## config.mk

```make
export PLATFORM = sky130hd
export DESIGN_NAME = mwram_sdp
export DESIGN_NICKNAME = d
export VERILOG_FILES = /design/src/rtl/mwram_pkg.sv /design/src/rtl/mwram_addr_map.sv /design/src/rtl/mwram_array.sv /design/src/rtl/mwram_rd_port.sv /design/src/rtl/mwram_sdp.sv
export SDC_FILE = /design/constraint.sdc
export NUM_CORES = 1
export LEC_CHECK = 0
export BUFFER_PORTS_ARGS = -buffer_cell sky130_fd_sc_hd__buf_2
export CAP_MARGIN = 15
export CORE_UTILIZATION = 30
export DETAILED_ROUTE_END_ITERATION = 6
export PLACE_DENSITY = 0.51
export SETUP_SLACK_MARGIN = 0.5
export SLEW_MARGIN = 20
export SYNTH_ARGS = -nofsm -noshare
export SYNTH_HDL_FRONTEND = slang
export SYNTH_SLANG_ARGS = --single-unit
```

## constraint.sdc

```tcl
create_clock -name clk -period 4.3 [get_ports clk]
set_clock_uncertainty 0.05 [all_clocks]
set_input_delay 0.215 -clock clk [delete_from_list [all_inputs] [get_ports clk]]
set_output_delay 0.215 -clock clk [all_outputs]
set_load 0.01 [all_outputs]
```

## src/rtl/mwram_pkg.sv

```systemverilog
package mwram_pkg;
  localparam int PLAIN_SPAN = 512;
  localparam int FULL_SPAN  = 576;
  localparam int BASE_W     = $clog2(FULL_SPAN);

  function automatic bit is_parity(int w);
    return (w == 9) || (w == 18);
  endfunction

  function automatic bit is_plain(int w);
    return (w == 1) || (w == 2) || (w == 4) || (w == 8) || (w == 16);
  endfunction

  function automatic bit pair_ok(int a, int b);
    return (is_plain(a) && is_plain(b)) || (is_parity(a) && is_parity(b));
  endfunction

  function automatic int span_of(int w);
    return is_parity(w) ? FULL_SPAN : PLAIN_SPAN;
  endfunction

  function automatic int depth_of(int w);
    return (w > 0) ? span_of(w) / w : 1;
  endfunction

  function automatic int addr_bits(int w);
    return (depth_of(w) > 1) ? $clog2(depth_of(w)) : 1;
  endfunction
endpackage

```

## src/rtl/mwram_addr_map.sv

```systemverilog
module mwram_addr_map
  import mwram_pkg::*;
#(
  parameter int W  = 1,
  parameter int AW = 9
) (
  input  logic [AW-1:0]     addr,
  output logic [BASE_W-1:0] base
);
  localparam bit POW2 = (W & (W - 1)) == 0;
  localparam int SHIFT = (W > 1) ? $clog2(W) : 0;

  generate
    if (POW2) begin : g_shift
      assign base = BASE_W'(addr) << SHIFT;
    end else begin : g_mult
      assign base = BASE_W'(addr) * BASE_W'(W);
    end
  endgenerate
endmodule

```

## src/rtl/mwram_array.sv

```systemverilog
module mwram_array
  import mwram_pkg::*;
#(
  parameter int WR_W = 1
) (
  input  logic                 clk,
  input  logic                 rst,
  input  logic                 we,
  input  logic [BASE_W-1:0]    wbase,
  input  logic [WR_W-1:0]      wdata,
  output logic [FULL_SPAN-1:0] bits_q
);
  always_ff @(posedge clk) begin
    if (we) bits_q[wbase +: WR_W] <= wdata;
  end

  AST_WRITE_LANDS: assert property (@(posedge clk) disable iff (rst)
    we |=> bits_q[$past(wbase) +: WR_W] == $past(wdata));

  AST_NO_STRAY_WRITE: assert property (@(posedge clk) disable iff (rst)
    !we |=> $stable(bits_q));
endmodule

```

## src/rtl/mwram_rd_port.sv

```systemverilog
module mwram_rd_port
  import mwram_pkg::*;
#(
  parameter int RD_W = 16
) (
  input  logic                 clk,
  input  logic                 rst,
  input  logic                 re,
  input  logic [BASE_W-1:0]    rbase,
  input  logic [FULL_SPAN-1:0] bits,
  output logic [RD_W-1:0]      rdata
);
  always_ff @(posedge clk) begin
    if (rst)     rdata <= '0;
    else if (re) rdata <= bits[rbase +: RD_W];
  end

  AST_RD_HOLD: assert property (@(posedge clk) disable iff (rst)
    !re |=> $stable(rdata));
endmodule

```

## src/rtl/mwram_sdp.sv

```systemverilog
module mwram_sdp
  import mwram_pkg::*;
#(
  parameter int WR_W = 1,
  parameter int RD_W = 16
) (
  input  logic                          clk,
  input  logic                          rst,
  input  logic                          wr_en,
  input  logic [addr_bits(WR_W)-1:0]    wr_addr,
  input  logic [WR_W-1:0]               wr_data,
  input  logic                          rd_en,
  input  logic [addr_bits(RD_W)-1:0]    rd_addr,
  output logic [RD_W-1:0]               rd_data
);
  localparam int WA_W = addr_bits(WR_W);
  localparam int RA_W = addr_bits(RD_W);

  // legal shapes only, parity paired with parity
  generate
    if (!pair_ok(WR_W, RD_W)) begin : g_bad_shape
      $error("mwram_sdp: illegal width pair");
    end
  endgenerate

  logic [BASE_W-1:0]    wbase, rbase;
  logic [FULL_SPAN-1:0] store;

  mwram_addr_map #(.W(WR_W), .AW(WA_W)) u_wmap (.addr(wr_addr), .base(wbase));
  mwram_addr_map #(.W(RD_W), .AW(RA_W)) u_rmap (.addr(rd_addr), .base(rbase));

  mwram_array #(.WR_W(WR_W)) u_array (
    .clk(clk), .rst(rst), .we(wr_en), .wbase(wbase), .wdata(wr_data), .bits_q(store)
  );

  mwram_rd_port #(.RD_W(RD_W)) u_rd (
    .clk(clk), .rst(rst), .re(rd_en), .rbase(rbase), .bits(store), .rdata(rd_data)
  );

  // Read sees the pre-write store: old data on overlap
  AST_RD_FROM_ARRAY: assert property (@(posedge clk) disable iff (rst)
    rd_en |=> rd_data == $past(store[rbase +: RD_W]));
endmodule

```

---- Word level (Yosys, flattened, before mapping) ----
Cells that the tools add are included.
operators by class
  bitwise gates (word level) .............. 0
  equality and inequality tests ........... 0
  mux-type cells .......................... 1
  div/mod/pow operators ................... 0
  add/sub/neg operators ................... 1
  shifts and indexed selects .............. 3
  multiply operators ...................... 0
  reductions and logical operators ........ 0
  order comparisons ....................... 0
operators by type and width
  operator                                                                   count
  576-bit bitwise mux                                                        1
  1-bit by 12-bit variable shift with 576-bit output (first input constant)  1
  1-bit by 12-bit indexed part select with 576-bit output                    1
  576-bit by 10-bit indexed part select with 16-bit output                   1
  9-bit negation with 12-bit output                                          1
storage, ports and cells
  bits in writable memories ............... 0
  output and inout port bits .............. 16
  memories kept ........................... 0
  memory bits (read-only) ................. 0
  latch bits .............................. 0
  input port bits ......................... 19
  register bits after elaboration ......... 592

---- Longest topological paths before layout ----
Gate-level depths: netlist of run 1.
  depth in word-level cells ............... 3
  mapped depth ............................ 12
  mapped depth without buffers ............ 7

---- Modules after synthesis ----
From an unflattened synthesis of run 1, not the netlist that was laid out.
unflattened totals
  cells, all modules ...................... 5524
  area total of the unflattened synthesis .. 56958.4 µm²
modules (own cells, without submodules)
  module          cells each  area an instance (µm²)  times used  seq. area each (µm²)
  mwram_rd_port   3173        31634.1                 1           320.3
  mwram_array     2329        25166.6                 1           17296.6
  mwram_addr_map  11          78.8                    2           0.0

---- Least setup slack after synthesis of run 1 ----
Ideal clock, no wire load.
  path type ............................... input to register
  start ................................... in wr_addr[0]
  end ..................................... reg u_array.bits_q[497] (enable)
  buffers on the path ..................... 2
  slack ................................... 1.176 ns
  setup time .............................. 0.301 ns
  cell stages on the path ................. 9
  arrival time ............................ 2.772 ns
  cells stage by stage .................... clkbuf_1 > inv_1 > ha_1 > buf_4 > xnor2_1 > nand3_1 > a21oi_1 > o211ai_1 > nor2_1
RTL lines
  element                        RTL line           text
  start, declared                mwram_sdp.sv:10    input logic [addr_bits(WR_W)-1:0] wr_addr,
  end signal, assigned by index  mwram_array.sv:14  if (we) bits_q[wbase +: WR_W] <= wdata;
  end, declared                  mwram_array.sv:11  output logic [FULL_SPAN-1:0] bits_q

==> impl_metrics.env, run 1 <==
export IMPL_crit_chain="buf_2 > or4_1 > or3_1 > a211oi_4 > o211ai_1 > nor2_1"
export IMPL_cts_made_buffers=57
export IMPL_tightest_slew_ps=1040
export IMPL_crit_fanout=11
export IMPL_cts_setup_buffers=0
export IMPL_synth_adder_area_share_pct=0.0472
export IMPL_max_stage_delay_ps=730
export IMPL_cp_arrival_ps=3060
export IMPL_peakVddDrop_uv=376
export IMPL_syn_inst=2537
export IMPL_r2r_start="u_array.bits_q[320]$_DFFE_PP_"
export IMPL_yosys_warnings=0
export IMPL_reg2reg_to="u_rd.rdata[0]$_SDFFE_PP0P_"
export IMPL_grt_max_degree=129
export IMPL_gp_congestion=0.835
export IMPL_worstSetupPathType="primary input to flop"
export IMPL_wirelength_um=73800
export IMPL_insertedDiodeCount=0
export IMPL_pwr_density_cell_mw_per_mm2=376
export IMPL_setup_violations=0
export IMPL_area_growth_pct=11.9
export IMPL_hold_violations=0
export IMPL_slew_viol_final=0
export IMPL_relSlewSlack_pct=30.7
export IMPL_setup_tns_ps=0
export IMPL_instances_no_fill=3634
export IMPL_dp_hpwl_um=44200
export IMPL_ys_top_cells_by_area="edfxtp_1 58%, nor2_1 11%, mux2i_1 9.7%, nor3_1 5.2%, a22oi_1 3.7%"
export IMPL_crit_path_end="u_array.bits_q[117]$_DFFE_PP_"
export IMPL_crit_required_ps=4540
export IMPL_fmax_mhz=354
export IMPL_cts_sinks=528
export IMPL_synth_edf_count=512
export IMPL_synth_top_area_cell="edfxtp_1"
export IMPL_drt_iter0_markers=1673
export IMPL_pin_count=35
export IMPL_dieArea_mm2=0.0896
export IMPL_hold_path_class="primary input to flop"
export IMPL_synth_async_sr_flop_share_pct=0
export IMPL_synth_compound_area_share_pct=7.35
export IMPL_insertion_delay_ps=620
export IMPL_ys_seq_elements=528
export IMPL_clockBufferDepth=3
export IMPL_antenna_left=0
export IMPL_drt_wirelength_per_cell_um=20.3
export IMPL_antenna_found_initial=1
export IMPL_worstSetupStartpoint="wr_addr[2]"
export IMPL_seq_area_mm2=0.0157
export IMPL_synthesis_nets=2557
export IMPL_port_buffers=34
export IMPL_crit_slowest_cell="or4_1"
export IMPL_yosysTopAreaCellShare_pct=58.0
export IMPL_core_mm2=0.0872
export IMPL_cts_root_buf="clkbuf_16"
export IMPL_dp_cells=3529
export IMPL_clk_pin_slew_ps=60
export IMPL_syn_area_mm2=0.0265
export IMPL_n_fill_cell=8709
export IMPL_die_h_um=299
export IMPL_grt_pass1_vias=18500
export IMPL_synth_top_family_by_area="simple AND/OR/NAND/NOR gates"
export IMPL_drtPass1Iterations=5
export IMPL_vias=19100
export IMPL_p_leak_nw=7.93
export IMPL_tritoncts="yes"
export IMPL_htree_levels=2
export IMPL_ys_flop_type="edfxtp_1"
export IMPL_cp_start_kind="primary input"
export IMPL_grt_usage_pct=16.3
export IMPL_die_w_um=299
export IMPL_rsz0062_at_grt="no"
export IMPL_layout_nets=2455
export IMPL_rr_worst_depth=5
export IMPL_synth_cell_types=49
export IMPL_multi_input_area_mm2=0.00976
export IMPL_fin_crit_sh_pct=65.6
export IMPL_synth_xor_area_share_pct=0.0991
export IMPL_cap_violations=0
export IMPL_grt_pass1_wl_um=111000
export IMPL_drive_gt1_share_pct=9.44
export IMPL_regToRegSetupSlack_ps=2340
export IMPL_status="complete, no violations"
export IMPL_start_util_pct=30.4
export IMPL_critPathCaptureType="flop"
export IMPL_period_minus_slack_ps=2820
export IMPL_avgViaCountPerCell=5.26
export IMPL_synth_mux_area_share_pct=9.74
export IMPL_avgSynthCellArea_um2=10.5
export IMPL_seq_area_frac_synth_pct=59.2
export IMPL_post_route_drc_count=0
export IMPL_grt_overflow=0
export IMPL_synth_simple_gate_area_share_pct=19.2
export IMPL_power_mw=11.2
export IMPL_rows=108
[worst min path at each step]
stage                               start                     endpoint  slack (ps)  depth (start not counted)
2_1_floorplan                       rd_en   u_rd.rdata[0]$_SDFFE_PP0P_         350                          2
3_3_place_gp   u_rd.rdata[1]$_SDFFE_PP0P_   u_rd.rdata[1]$_SDFFE_PP0P_         420                          2
3_5_place_dp   u_rd.rdata[1]$_SDFFE_PP0P_   u_rd.rdata[1]$_SDFFE_PP0P_         430                          2
4_1_cts                           wr_data  u_array.bits_q[0]$_DFFE_PP_         0.4                          2
5_1_grt                           wr_data  u_array.bits_q[0]$_DFFE_PP_          20                          2
6_report                          wr_data  u_array.bits_q[0]$_DFFE_PP_          40                          2
[where the power goes]
group / internal [mW] / leakage (nW) / total [mW] / switching [mW]
registers: 5.58 / 3.66 / 5.58 / 0.00673
logic: 0.164 / 3.37 / 0.724 / 0.559
clock network: 2.85 / 0.897 / 4.85 / 2.01
total: 8.59 / 7.93 / 11.2 / 2.57
[through the flow]
stage / hold slack [ps] / worst slack [ps] / util [%] / instance area (um^2)
6_report: 38.2 / 1480 / 34.0 / 29700
5_1_grt: 17.1 / 1350 / 34.0 / 29700
4_1_cts: 0.448 / 1490 / 34.0 / 29700
3_5_place_dp: 425 / 855 / 31.9 / 27800
3_3_place_gp: 422 / 928 / 31.9 / 27800
2_1_floorplan: 348 / 1180 / - / 26500
[flip-flops by register name, summed over array words and instances (netlist names)]
name / count
u_rd.rdata: 16
u_array.bits_q: 512
[per-layer routing]
| metal | vias to the layer above | GRT usage (%) | wire (um) |
|---|---|---|---|
| li1 | 8852 | - | - |
| met1 | 9528 | 21.2 | 31200 |
| met2 | 616 | 27.8 | 35600 |
| met3 | 118 | 2.14 | 4620 |
| met4 | 0 | 5.42 | 2360 |
| met5 | - | 0 | 0 |
[Yosys cell counts, types with 2 or more instances]
cell / number
o211ai_1: 40
and2_1: 2
mux2i_1: 258
nand2_1: 59
buf_2: 85
xor2_1: 2
a21oi_1: 69
nor3_1: 277
or4_1: 18
inv_1: 5
or2_2: 10
nand2b_1: 13
a22oi_1: 129
a211oi_4: 2
buf_1: 33
nor2_1: 778
or3_1: 6
clkbuf_1: 152
nor4_4: 2
dfxtp_1: 16
edfxtp_1: 512
a211oi_1: 17
nand3b_1: 2
buf_4: 3
nor3b_1: 2
o21ai_0: 2
o21a_1: 2
nor2b_1: 5
nor3_2: 3
nand3_1: 14
[layout by cell type (no fill, tap or decap), types with 3 or more instances in the layout]
cell type	synthesis	routed
a211oi_1	17	17
a21oi_1	69	67
a22oi_1	129	129
buf_12	0	11
buf_2	85	33
buf_4	3	65
bufinv_16	0	5
clkbuf_1	152	16
clkbuf_16	0	58
clkbuf_8	0	5
clkinv_1	0	7
clkinv_2	0	10
dfxtp_1	16	16
edfxtp_1	512	512
inv_1	5	5
mux2i_1	258	258
nand2_1	59	53
nand2_4	0	6
nand2b_1	13	9
nand2b_2	0	4
nand3_1	14	12
nor2_1	778	777
nor2b_1	5	3
nor3_1	277	276
nor3_2	3	4
o211ai_1	40	40
or2_2	10	10
or3_1	6	4
or4_1	18	18
[cell type report]
| type | instances | share of cell area [%] |
|---|---|---|
| tap | 1155 | 4.87 |
| sequential | 528 | 52.9 |
| clock inverter | 24 | 0.844 |
| clock buffer | 79 | 5.33 |
| inverter | 5 | 0.0633 |
| multi-input combinational | 1731 | 32.9 |
| timing repair buffer | 112 | 3.06 |
[logic make-up after synthesis]
family	after synthesis
simple gates	1194
flops	528
buf+inv	278
compound gates	275
mux	258
xor+xnor	3
fa+ha+maj	1
[timing repair]
action                     in CTS  in global routing
gates resized for setup         0                  0
hold buffers                    2                  0
hold endpoints to repair       17                  0
setup endpoints to repair       0                  0
[critical path, delay by kind of cell]
family          cells  cell delay (ps)
simple gates        3             1600
compound gates      2             1070
buf+inv             1              170
No activity file was read; power rests on OpenSTA's default activity.
==> run 2: changes to the inputs <==
--- a/config.mk
+++ b/config.mk
@@ -5,6 +5,7 @@
 export SDC_FILE = /design/constraint.sdc
 export NUM_CORES = 1
 export LEC_CHECK = 0
+export ABC_AREA = 1
 export BUFFER_PORTS_ARGS = -buffer_cell sky130_fd_sc_hd__buf_2
 export CAP_MARGIN = 15
 export CORE_UTILIZATION = 30
==> constraint.sdc (replaced) <==
create_clock -name clk -period 2.9 [get_ports clk]
set_clock_uncertainty 0.05 [all_clocks]
set_input_delay 0.145 -clock clk [delete_from_list [all_inputs] [get_ports clk]]
set_output_delay 0.145 -clock clk [all_outputs]
set_load 0.01 [all_outputs]
==> run 2 against run 1 <==
Sequential power increased by 48%. Power increased by 59%. Global-route usage increased by 1.7 points. Routed wire length increased by 14%. Synthesized cell count increased by 32%. Final cell count increased by 23%. Critical path depth increased by 6. Count of clock-buffer cells in the layout increased by 6. Sequential share of layout area decreased by 2.7 points. Sequential cell count unchanged.
==> impl_metrics.env, run 2 <==
export IMPL_max_stage_delay_ps=540
export IMPL_cts_setup_buffers=0
export IMPL_die_w_um=305
export IMPL_core_mm2=0.0906
export IMPL_largest_register="u_array.bits_q"
export IMPL_gp_congestion=0.764
export IMPL_status="complete, no violations"
export IMPL_seq_power_share_pct=46.8
export IMPL_crit_slowest_cell="nor2_1"
export IMPL_ys_flop_type="edfxtp_1"
export IMPL_synthesis_nets=3365
export IMPL_cts_made_buffers=60
export IMPL_largest_reg_flops=512
export IMPL_reg2reg_to="u_rd.rdata[11]$_SDFFE_PP0P_"
export IMPL_path_common_cell="nand2_1"
export IMPL_cp_top_family="simple AND/OR/NAND/NOR gates"
export IMPL_start_util_pct=30.5
export IMPL_rows=110
export IMPL_ys_seq_elements=528
export IMPL_syn_area_mm2=0.0276
export IMPL_p_leak_nw=10.2
export IMPL_critPathCaptureType="flop"
export IMPL_slew_viol_final=0
export IMPL_synth_top_area_cell="edfxtp_1"
export IMPL_antenna_left=0
export IMPL_pin_count=35
export IMPL_ys_top_cells_by_area="edfxtp_1 56%, nor2_1 14%, nand3_1 9.9%, nand2_1 9.8%, nand4_1 2.5%"
export IMPL_grt_usage_pct=18.0
export IMPL_synth_edf_count=512
export IMPL_synth_async_sr_flop_share_pct=0
export IMPL_avgViaCountPerCell=5.17
export IMPL_grt_overflow=0
export IMPL_vias=23100
export IMPL_dp_hpwl_um=47000
export IMPL_insertedDiodeCount=0
export IMPL_cts_sinks=528
export IMPL_yosys_warnings=0
export IMPL_crit_chain="buf_2 > inv_2 > ha_1 > nand2_1 > nand2_1 > nor2_1 > nand3_1 > nor2_2 > nand3_1 > inv_1 > nand2_1 > nor2_1"
export IMPL_final_cell_mix="1024 x nor2_1, 713 x nand2_1, 547 x nand3_1, 512 x edfxtp_1, 109 x nand4_1"
export IMPL_antenna_found_initial=5
export IMPL_hold_violations=0
export IMPL_seq_area_frac_synth_pct=56.9
export IMPL_grt_pass1_vias=22400
export IMPL_grt_max_degree=143
export IMPL_min_to="u_array.bits_q[0]$_DFFE_PP_"
export IMPL_crit_fanout=7
export IMPL_tritoncts="yes"
export IMPL_synth_cell_types=27
export IMPL_port_buffers=34
export IMPL_worstSetupPathType="primary input to flop"
export IMPL_regToRegSetupSlack_ps=1050
export IMPL_crit_required_ps=3200
export IMPL_fin_crit_sh_pct=76.7
export IMPL_hold_path_class="primary input to flop"
export IMPL_hp_start="wr_addr[8]"
export IMPL_post_route_util_pct=34.5
export IMPL_power_mw=17.7
export IMPL_comb_power_share_pct=9.6
export IMPL_drt_wirelength_per_cell_um=18.9
export IMPL_post_route_cell_area_mm2=0.0313
export IMPL_swShare_pct=25.4
export IMPL_insertion_delay_ps=650
export IMPL_clk_pin_slew_ps=60
export IMPL_post_route_drc_count=0
export IMPL_drt_iter0_markers=2082
export IMPL_worst_path_buf_inv=3
export IMPL_area_growth_pct=13.4
export IMPL_pwr_density_cell_mw_per_mm2=566
export IMPL_p_sw_mw=4.50
export IMPL_place_area_mm2=0.0292
export IMPL_syn_inst=3345
export IMPL_cp_start_kind="primary input"
export IMPL_yosysMostFrequentCell="nor2_1"
export IMPL_internal_power_mw=13.2
export IMPL_wirelength_um=84400
export IMPL_pwr_share_clk_pct=43.6
export IMPL_layout_nets=3260
export IMPL_dieArea_mm2=0.0932
export IMPL_cap_violations=0
export IMPL_relSlewSlack_pct=47.4
export IMPL_avgSynthCellArea_um2=8.25
export IMPL_cp_arrival_ps=2530
export IMPL_final_common_cell="nor2_1"
export IMPL_rr_worst_depth=9
export IMPL_clockBufferDepth=3
export IMPL_yosysTopAreaCellShare_pct=55.7
export IMPL_period_minus_slack_ps=2230
export IMPL_synthTopCellsByCount="1025 x nor2_1, 719 x nand2_1, 548 x nand3_1, 512 x edfxtp_1, 166 x clkbuf_1"
export IMPL_fmax_mhz=449
export IMPL_htree_levels=2
export IMPL_peakVddDrop_uv=472
export IMPL_whs_path_depth=6
export IMPL_setup_violations=0
export IMPL_drive_gt1_share_pct=7.90
export IMPL_die_h_um=305
export IMPL_drtPass1Iterations=5
export IMPL_cts_root_buf="clkbuf_16"
export IMPL_tightest_slew_ps=790
export IMPL_grt_pass1_wl_um=131000
export IMPL_r2r_start="u_array.bits_q[379]$_DFFE_PP_"
export IMPL_reg_top3="u_array.bits_q: 512 flops, u_rd.rdata: 16 flops"
export IMPL_hold_ws_ps=57.5
export IMPL_rsz0062_at_grt="no"
-- run 2: cell types whose count changed in the layout (fill, tap and decap cells not counted), moves of 40 or more --
cell      previous run  this run
mux2i_1            258         0
nor2_1             777      1024
a22oi_1            129         0
nor3_1             276        20
nand3_1             12       547
o211ai_1            40         0
nand2_1             53       713
a21oi_1             67        16
nand4_1              1       109
-- run 2: kinds of logic (layout without fill, tap and decap cells) --
family                     Yosys count  in the layout  share of synthesized area [%]
buffers and inverters              321            266                           4.76
AOI/OAI and AO/OA                   36             36                          0.671
and+or+nand+nor                   2458           2458                           37.5
DFF                                528            528                           56.9
adders and majority gates            1              1                         0.0454
xor gates and xnor gates             1              1                         0.0998
-- run 2: worst register-to-register path, cell delays in order, from the launching register on --
cell and delay (ps):
edfxtp_1 370, nand2_1 90, nand3_1 80, nand3_1 130, nand2_1 60, nand2_1 60
nand3_1 80, nand2_1 170, a21oi_1 80, dlygate4sd3_1 560
-- run 2: cell type report --
type	count	area, um^2
clock buffers	85	1710
clock inverters	27	256
fillers	9333	59300
inverters	31	134
multi-input cells	2496	10700
flip-flops and latches	528	15700
well taps	1176	1470
repair buffers	123	1340
-- run 2: per-stage QoR --
stage / worst slack, ps / TNS, ps / cells
after floorplan: 720 / 0 / 3345
after global placement: -0.895 / -0.895 / 4348
after detailed placement: 21.3 / 0 / 4348
after CTS: 725 / 0 / 4466
after global routing: 539 / 0 / 4466
final: 675 / 0 / 4466
-- run 2: repair_timing --
item,in CTS,in global routing
setup endpoints to repair,0,7
gates resized for setup,0,1
hold endpoints to repair,18,0
hold buffers,6,0
-- run 2: power by group through the flow --
stage | Sequential [mW] | Combinational [mW] | Clock [mW]
5_1_grt | 8.28 | 1.85 | 8.10
2_1_floorplan | 8.45 | 0.975 | 0
3_3_place_gp | 8.44 | 1.69 | 0
4_1_cts | 8.28 | 1.70 | 7.86
6_report | 8.28 | 1.70 | 7.71
3_5_place_dp | 8.44 | 1.69 | 0
-- run 2: worst max path at each step --
stage / startpoint / to / slack, ps / cells past startpoint
after global routing: wr_addr[0] / u_array.bits_q[99]$_DFFE_PP_ / 540 / 12
after floorplan: wr_addr[0] / u_array.bits_q[375]$_DFFE_PP_ / 720 / 14
after detailed placement: wr_addr[0] / u_array.bits_q[33]$_DFFE_PP_ / 20 / 12
after CTS: wr_addr[0] / u_array.bits_q[33]$_DFFE_PP_ / 720 / 12
final: wr_addr[0] / u_array.bits_q[99]$_DFFE_PP_ / 670 / 12
after global placement: wr_addr[0] / u_array.bits_q[99]$_DFFE_PP_ / -0.9 / 13
-- run 2: routing by layer --
layer | global-route usage [%] | part of all wire, % | vias up
li1 | - | - | 11000
met2 | 29.9 | 46 | 670
met1 | 24.7 | 46 | 11300
met4 | 3.75 | 1.6 | 2
met5 | 0 | 0.015 | -
met3 | 2.66 | 6.2 | 88
==> run 3: changes to the inputs <==
==> constraint.sdc (replaced) <==
create_clock -name clk -period 2.35 [get_ports clk]
set_clock_uncertainty 0.05 [all_clocks]
set_input_delay 0.1175 -clock clk [delete_from_list [all_inputs] [get_ports clk]]
set_output_delay 0.1175 -clock clk [all_outputs]
set_load 0.01 [all_outputs]
==> run 3 against run 2 <==
Global-route usage is 0.057 points higher. Sequential cell count stayed put. Worst setup slack worse by 86 ps. Critical endpoint is now u_array.bits_q[236]$_DFFE_PP_. Final cell count is 2.4% higher. Combinational power is 35% higher. Die area stayed put. Critical path depth is 1 lower. Count of clock-buffer cells in the layout is 4 higher. Power is 21% higher.
==> impl_metrics.env, run 3 (synthesis results as in run 2) <==
export IMPL_period_minus_slack_ps=1760
export IMPL_whs_path_depth=4
export IMPL_fmax_mhz=568
export IMPL_relSlewSlack_pct=53.7
export IMPL_grt_pass1_vias=22700
export IMPL_rows=110
export IMPL_routed_top_layer="met5"
export IMPL_die_w_um=305
export IMPL_vias=23400
export IMPL_largest_register="u_array.bits_q"
export IMPL_port_buffers=34
export IMPL_setup_violations=0
export IMPL_hold_violations=0
export IMPL_wirelength_um=85300
export IMPL_cts_sinks=528
export IMPL_pre_cts_ws_ps=-5.70
export IMPL_place_area_mm2=0.0308
export IMPL_min_to="u_array.bits_q[72]$_DFFE_PP_"
export IMPL_hold_ws_ps=160
export IMPL_drt_wirelength_per_cell_um=18.6
export IMPL_path_common_cell="nor2_1"
export IMPL_critPathCaptureType="flop"
export IMPL_rr_worst_depth=8
export IMPL_tritoncts="yes"
export IMPL_gp_congestion=0.793
export IMPL_crit_slowest_cell="nor2_4"
export IMPL_post_route_drc_count=0
export IMPL_power_mw=21.5
export IMPL_post_route_cell_area_mm2=0.0327
export IMPL_dp_hpwl_um=49100
export IMPL_antenna_left=0
export IMPL_p_leak_nw=10.8
export IMPL_die_h_um=305
export IMPL_r2r_start="u_array.bits_q[201]$_DFFE_PP_"
export IMPL_tightest_slew_ps=694
export IMPL_worst_slack_ps=588
export IMPL_grt_pass1_wl_um=131000
export IMPL_hp_start="wr_data"
export IMPL_cp_arrival_ps=2050
export IMPL_regToRegSetupSlack_ps=890
export IMPL_drive_gt1_share_pct=12.3
export IMPL_hold_path_class="primary input to flop"
export IMPL_pwr_density_cell_mw_per_mm2=656
export IMPL_cp_start_kind="primary input"
export IMPL_dieArea_mm2=0.0932
export IMPL_wl_met1_um=38400
export IMPL_rsz0062_at_grt="no"
export IMPL_antenna_found_initial=1
export IMPL_cts_setup_buffers=0
export IMPL_route_met2_wl_um=39900
export IMPL_crit_fanout=89
export IMPL_cts_made_buffers=61
export IMPL_pin_count=35
export IMPL_grt_overflow=0
export IMPL_final_common_cell="nor2_1"
export IMPL_fin_crit_sh_pct=75.0
export IMPL_peakVddDrop_uv=546
export IMPL_cap_violations=0
export IMPL_slew_viol_final=0
export IMPL_crit_chain="buf_2 > inv_1 > ha_4 > nand2_4 > nor2_1 > nand2_1 > o21a_4 > nor2_4 > nand3_4 > buf_12 > nor2_1"
export IMPL_max_stage_delay_ps=270
export IMPL_status="complete, no violations"
export IMPL_grt_usage_pct=18.0
export IMPL_start_util_pct=30.5
export IMPL_layout_nets=3367
export IMPL_largest_reg_flops=512
export IMPL_drt_iter0_markers=2070
export IMPL_core_mm2=0.0906
export IMPL_clk_pin_slew_ps=60
export IMPL_htree_levels=2
export IMPL_crit_required_ps=2630
export IMPL_insertion_delay_ps=650
export IMPL_cts_root_buf="clkbuf_16"
export IMPL_dr_wl_met3_um=5390
export IMPL_final_cell_mix="977 x nor2_1, 705 x nand2_1, 544 x nand3_1, 512 x edfxtp_1, 113 x buf_4"
export IMPL_area_growth_pct=18.5
export IMPL_insertedDiodeCount=0
export IMPL_grt_max_degree=105
export IMPL_reg_top3="u_array.bits_q: 512 flops, u_rd.rdata: 16 flops"
export IMPL_avgViaCountPerCell=5.11
export IMPL_worstSetupPathType="primary input to flop"
export IMPL_drtPass1Iterations=5
export IMPL_clockBufferDepth=3
export IMPL_reg2reg_to="u_rd.rdata[9]$_SDFFE_PP0P_"
-- run 3: cell types whose count changed in the layout (fill, tap and decap cells not counted), sizes merged --
cell	delta
buf	+104
bufinv	-5
clkbuf	+4
clkinv	+3
dlygate4sd3	+2
clkinvlp	+1
inv	-1
-- run 3: what timing repair did --
item                                   in CTS  in global routing
endpoints found under the hold margin      18                  0
resized for setup                           0                  4
hold buffers                                9                  0
setup endpoints to repair                   0                  1
-- run 3: worst max-delay path by stage --
stage / to / depth (start not counted) / start
final: u_array.bits_q[236]$_DFFE_PP_ / 11 / wr_addr[1]
after global routing: u_array.bits_q[236]$_DFFE_PP_ / 13 / wr_addr[1]
after CTS: u_rd.rdata[6]$_SDFFE_PP0P_ / 9 / u_array.bits_q[358]$_DFFE_PP_
after detailed placement: u_array.bits_q[300]$_DFFE_PP_ / 13 / wr_addr[1]
after global placement: u_array.bits_q[140]$_DFFE_PP_ / 13 / wr_addr[1]
after floorplan: u_array.bits_q[215]$_DFFE_PP_ / 12 / wr_addr[0]
-- run 3: worst max-delay path: cells and delay by family --
kind,cells,cell delay (ps)
fa+ha+maj,1,160
simple gates,6,900
buf+inv,3,440
compound gates,1,260
-- run 3: power breakdown --
part | leakage [nW] | switching (mW) | internal, mW
Sequential | 3.66 | 0.0125 | 10.2
Clock | 0.895 | 3.95 | 4.98
Combinational | 6.22 | 1.64 | 0.655
Total | 10.8 | 5.61 | 15.8
-- run 3: through the flow --
stage | instances | setup TNS [ps] | util [%]
finish | 4574 | 0 | 36.1
detailed placement | 4452 | -8.64 | 34.0
floorplan | 3345 | 0 | -
CTS | 4575 | 0 | 36.1
global placement | 4452 | 0 | 34.0
global route | 4574 | 0 | 36.1
-- run 3: layout make-up --
type / count / area, um^2
clock buffer: 89 / 1700
clock inverter: 25 / 136
fill: 9334 / 57900
inverter: 31 / 141
multi-input combinational: 2496 / 10900
sequential: 528 / 15700
tap: 1176 / 1470
timing repair buffer: 229 / 2620
-- run 3: per-layer routing --
layer  global-route usage [%]  vias to the layer above
met1                     24.7                    11400
met5                        0                        -
met3                     2.43                       98
li1                         -                    11200
met4                     4.06                        2
met2                     30.2                      689
